### config.mk
export PLATFORM = sky130hd
export DESIGN_NAME = flash_guard_regs
export DESIGN_NICKNAME = d
export VERILOG_FILES = /design/src/rtl/flg_pkg.sv /design/src/rtl/flg_decode.sv /design/src/rtl/flg_clrreg.sv /design/src/rtl/flash_guard_regs.sv
export SDC_FILE = /design/constraint.sdc
export NUM_CORES = 1
export LEC_CHECK = 0
export ABC_AREA = 1
export CAP_MARGIN = 20
export CORE_MARGIN = 4
export CORE_UTILIZATION = 55
export DETAILED_ROUTE_END_ITERATION = 8
export DONT_BUFFER_PORTS = 1
export GPL_TIMING_DRIVEN = 0
export PLACE_DENSITY = 0.78
export SLEW_MARGIN = 5
export SYNTH_ARGS = -nofsm -noshare
export SYNTH_HDL_FRONTEND = slang
export SYNTH_HIERARCHICAL = 1
export SYNTH_SLANG_ARGS = --single-unit
### constraint.sdc
create_clock -name clk -period 7.4 [get_ports clk]
set_clock_uncertainty 0.2 [all_clocks]
set_input_delay 1.48 -clock clk [delete_from_list [all_inputs] [get_ports clk]]
set_output_delay 1.48 -clock clk [all_outputs]
set_load 0.01 [all_outputs]
### src/rtl/flg_pkg.sv
package flg_pkg;
  localparam int unsigned ADDR_W = 12;
  localparam int unsigned DATA_W = 32;
  localparam int unsigned NREG   = 2;
  localparam logic [ADDR_W-1:0] OFS_RD_A = 12'h130;
  localparam logic [ADDR_W-1:0] OFS_RD_B = 12'h200;
  localparam logic [ADDR_W-1:0] OFS_PG_A = 12'h134;
  localparam logic [ADDR_W-1:0] OFS_PG_B = 12'h400;
  localparam logic [ADDR_W-1:0] OFS_CMT  = 12'h0F0;
  localparam logic [15:0]       CMT_KEY  = 16'h5A17;
  typedef enum logic [1:0] {SEL_NONE, SEL_RD, SEL_PG, SEL_CMT} sel_e;
endpackage

### src/rtl/flg_decode.sv
module flg_decode
  import flg_pkg::*;
(
  input  logic [ADDR_W-1:0] addr,
  input  logic [DATA_W-1:0] wdata,
  output sel_e              sel,
  output logic              key_ok
);
  always_comb begin
    unique case (addr)
      OFS_RD_A, OFS_RD_B: sel = SEL_RD;
      OFS_PG_A, OFS_PG_B: sel = SEL_PG;
      OFS_CMT:            sel = SEL_CMT;
      default:            sel = SEL_NONE;
    endcase
  end
  assign key_ok = (wdata[DATA_W-1 -: 16] == CMT_KEY);
endmodule

### src/rtl/flg_clrreg.sv
module flg_clrreg #(
  parameter int unsigned W = 32
) (
  input  logic         clk,
  input  logic         por_n,
  input  logic         factory_n,
  input  logic         wr_en,
  input  logic [W-1:0] wdata,
  input  logic         cmt_en,
  output logic [W-1:0] live
);
  logic [W-1:0] shadow_q;
  logic [W-1:0] live_q;

  always_ff @(posedge clk) begin
    if (!factory_n)  shadow_q <= '1;
    else if (cmt_en) shadow_q <= shadow_q & live_q;
  end

  always_ff @(posedge clk) begin
    if (!por_n)     live_q <= shadow_q;
    else if (wr_en) live_q <= live_q & wdata;
  end

  assign live = live_q;

  AST_LIVE_NO_SET: assert property (@(posedge clk) disable iff (!por_n)
    $past(por_n) |-> ((live_q & ~$past(live_q)) == '0));
  AST_SHADOW_NO_SET: assert property (@(posedge clk) disable iff (!factory_n)
    $past(factory_n) |-> ((shadow_q & ~$past(shadow_q)) == '0));
  AST_HOLD_NO_WR: assert property (@(posedge clk) disable iff (!por_n)
    !wr_en |=> $stable(live_q));
endmodule

### src/rtl/flash_guard_regs.sv
module flash_guard_regs
  import flg_pkg::*;
(
  input  logic              clk,
  input  logic              por_n,
  input  logic              warm_rst_n,
  input  logic              factory_n,
  input  logic              bus_wr,
  input  logic              bus_rd,
  input  logic [ADDR_W-1:0] bus_addr,
  input  logic [DATA_W-1:0] bus_wdata,
  output logic              rsp_valid,
  output logic [DATA_W-1:0] rsp_data,
  output logic [DATA_W-1:0] rd_allow,
  output logic [DATA_W-1:0] pg_allow
);
  localparam sel_e REG_SEL [NREG] = '{SEL_RD, SEL_PG};

  sel_e              sel;
  logic              key_ok;
  logic [DATA_W-1:0] live [NREG];
  logic [DATA_W-1:0] rd_mux;

  flg_decode u_dec (
    .addr   (bus_addr),
    .wdata  (bus_wdata),
    .sel    (sel),
    .key_ok (key_ok)
  );

  for (genvar g = 0; g < NREG; g++) begin : g_reg
    logic wr_g, cmt_g;
    assign wr_g  = bus_wr && (sel == REG_SEL[g]);
    assign cmt_g = bus_wr && (sel == SEL_CMT) && key_ok && bus_wdata[g];
    flg_clrreg #(.W(DATA_W)) u_reg (
      .clk       (clk),
      .por_n     (por_n),
      .factory_n (factory_n),
      .wr_en     (wr_g),
      .wdata     (bus_wdata),
      .cmt_en    (cmt_g),
      .live      (live[g])
    );
  end

  assign rd_allow = live[0];
  assign pg_allow = live[1];

  always_comb begin
    unique case (sel)
      SEL_RD:  rd_mux = live[0];
      SEL_PG:  rd_mux = live[1];
      default: rd_mux = '0;
    endcase
  end

  always_ff @(posedge clk) begin
    if (!por_n || !warm_rst_n) begin
      rsp_valid <= 1'b0;
      rsp_data  <= '0;
    end else begin
      rsp_valid <= bus_rd;
      if (bus_rd) rsp_data <= rd_mux;
    end
  end

  AST_RSP_PULSE: assert property (@(posedge clk) disable iff (!por_n || !warm_rst_n)
    bus_rd |=> rsp_valid);
  AST_RSP_IDLE: assert property (@(posedge clk) disable iff (!por_n || !warm_rst_n)
    !bus_rd |=> !rsp_valid);
endmodule

==> flow_summary_export.csv <==
group,metric,value,unit
timing,final_max_slew_viol_count,0,
finish,finish.utilization,62.1,%
timing,whs,241,ps
setup_path,start_kind,"input pin",
die,io_pins,147,
yosys,synth_nets,972,
setup_path,required,7320,ps
die,die-area,16000,um^2
power_and_ir_drop,powerDensity,228,nW/um^2
worst_hold_path,hold_class,"register to register",
power_and_ir_drop,power,1.96,mW
route,ant_nets,0,
flow_run,maxCapViolations,0,
place,place_hpwl,13200,um
timing,worstMarginPinSlew,581,ps
cts,cts.sinks,161,
route,vias,5727,
global_routing,grt_antenna_before_repair,0,
die,core-area,13800,um^2
cts,clk_pin_slew,60,ps
setup_path,end_kind,"register",
global_routing,grt_max_degree,28,
finish,antenna_cells,0,
finish,syn2layout_area_growth,11.0,%
timing,setup_viol,0,
yosys,avgSynthCellArea,8.42,um^2
setup_path,arrival,3230,ps
timing,rsz0062_at_grt,"false",
yosys,ys_types,26,
place,io_buffers,0,
setup_path,path_cells,"nor2_1 > nand2_1 > nor2_2 > nand2_1 > nand3_1 > ha_1 > buf_4 > buf_6 > nand2_1 > inv_1 > inv_1 > nand2_2 > buf_12",
timing,tns,0,ps
yosys,syn-cell-area,7740,um^2
place,gp_congestion,0.804,
route,drtIter0Drc,360,
route,routedWlPerCell,16.7,um
yosys,ys_ff_latch,161,
yosys,synth_flop_cell,"dfxtp_1",
finish,postLayoutCellArea,8590,um^2
die,initial_core_util,56.0,%
setup_path,crit_path_start,"bus_addr[1]",
yosys,synthArstFlopShare,0,%
setup_path,critPathMaxFanout,22,
cts,clk_latency,430,ps
timing,hold_viol,0,
cts,post_cts_resize_count,0,
die,row_count,43,
setup_path,r2r_start,"g_reg[1].u_reg/live[31]$_DFFE_PP_",
yosys,yosysWarnings,6,
timing,max_freq,302,MHz
yosys,synth-edff-count,64,
yosys,yosysSeqAreaShare,49.9,%
global_routing,grt_overflow,0,
cts,root_buffer,"clkbuf_16",
die,die_h,127,um
power_and_ir_drop,peakVddDrop,160,uV
status,status,"completed",
route,viasPerCell,5.06,
route,drc_errors,0,
global_routing,grt_pass1_wl,29800,um
finish,drive_above_1_share,19.5,%
global_routing,track_usage,23.9,%
die,die_w,127,um
worst_hold_path,hp-start,"g_reg[0].u_reg/shadow_q[3]$_SDFFE_PN1P_",
cts,cts_buffer_depth,2,
timing,fin_crit_sh,44.8,%
setup_path,path_common_cell,"nand2_1",
global_routing,grt_pass1_vias,5597,
setup_path,critical_path_class,"input pin to register",
cts,post_cts_buffers,0,
cts,cts_tree,"yes",
finish,fill_cells,1195,
timing,min_period,3310,ps
setup_path,slowest_delay,290,ps
timing,slew_headroom,61.3,%
place,post_dp_cell_area,8010,um^2
cts,h-tree-depth,4,
setup_path,critical_path.top_delay_family,"simple AND/OR/NAND/NOR gates",
cts,cts_buffers,17,
finish,nNetsFinal,993,
yosys,netlist_instances,919,
power_and_ir_drop,leakagePower,4.33,nW
route,firstDrtPassIters,5,
setup_path,crit_slowest_cell,"nand2_2",
setup_path,crit_buf_inv,5,
route,routed_wl,18900,um
cts,cts_hold_buf,0,
-- power by group --
part	switching, mW	total [mW]	internal [mW]
clock	0.332	0.861	0.529
combinational	0.0642	0.104	0.0399
sequential	0.0418	0.992	0.951
-- sequential cells by signal, indices dropped and copies added, names as in the netlist --
| signal | flops |
|---|---|
| g.u_reg/live | 64 |
| g.u_reg/shadow_q | 64 |
| rsp_data | 32 |
| rsp_valid | 1 |
-- metrics by stage --
step / std cells / worst slack [ps]
final: 1132 / 4090
after global routing: 1132 / 3990
after CTS: 1132 / 4120
after detailed placement: 1101 / 3670
after global placement: 1099 / 2870
after floorplan: 919 / 3660
-- cell type report --
type	instances	area, um^2	area share (%)
Buffer	43	447	5.20
Clock buffer	25	495	5.77
Clock inverter	6	82.6	0.961
Inverter	151	567	6.60
Multi-Input combinational cell	564	2870	33.4
Sequential cell	161	3860	45.0
Tap cell	180	225	2.62
Timing Repair Buffer	2	40.0	0.466
-- worst paths after layout --
kind                                             endpoint  slack (ps)  cells after the start
hold / removal    g_reg[0].u_reg/shadow_q[3]$_SDFFE_PN1P_         240                      2
hold reg to reg   g_reg[0].u_reg/shadow_q[3]$_SDFFE_PN1P_         240                      2
setup reg to reg        g_reg[1].u_reg/live[31]$_DFFE_PP_        6240                      2
setup / recovery        g_reg[0].u_reg/live[16]$_DFFE_PP_        4090                     13
-- worst min-delay path, cell delays in order, from the launching register on --
cell and delay, ps:
dfxtp_1 320, nand2_1 50, nand2_1 40
-- kinds of logic (layout without fill, tap and decap cells) --
| logic type | Yosys count | count (layout) | synth area share (%) |
|---|---|---|---|
| compound gates | 96 | 96 | 8.82 |
| flops | 161 | 161 | 49.9 |
| fa+ha+maj | 3 | 3 | 0.485 |
| buf+inv | 194 | 227 | 13.1 |
| simple gates | 465 | 465 | 27.7 |
-- cells in the mapped netlist (4+ instances only) --
cell	count	area (um^2)
o21ai_2	54	473
a21oi_1	32	160
inv_1	149	559
buf_2	9	45.0
nor2_1	11	41.3
dfxtp_1	97	1940
nand2_1	374	1400
buf_6	21	236
buf_12	6	120
o21ai_1	8	40.0
nand3_1	16	80.1
nand3_2	54	541
nor3_1	4	20.0
edfxtp_1	64	1920
-- metal layers --
layer  part of all wire (%)  vias up  GRT usage, %
met3                    9.2       20          9.26
met2                     47      179          39.0
met1                     42     2659          29.5
met5                      0        -             0
met4                    1.3        0          7.00
li1                       -     2869             -
-- cells in the final DEF (no fill, tap or decap), drive strengths merged --
master	netlist	final
nand3	70	70
nor3b	2	2
buf	40	42
a21oi	32	32
nor3	4	4
nor2	14	14
ha	3	3
o21ai	64	64
inv	151	151
clkinvlp	0	1
clkinv	0	3
edfxtp	64	64
nand2	375	375
clkbuf	3	28
dfxtp	97	97
bufinv	0	2
(Power assumes the default switching activity.)
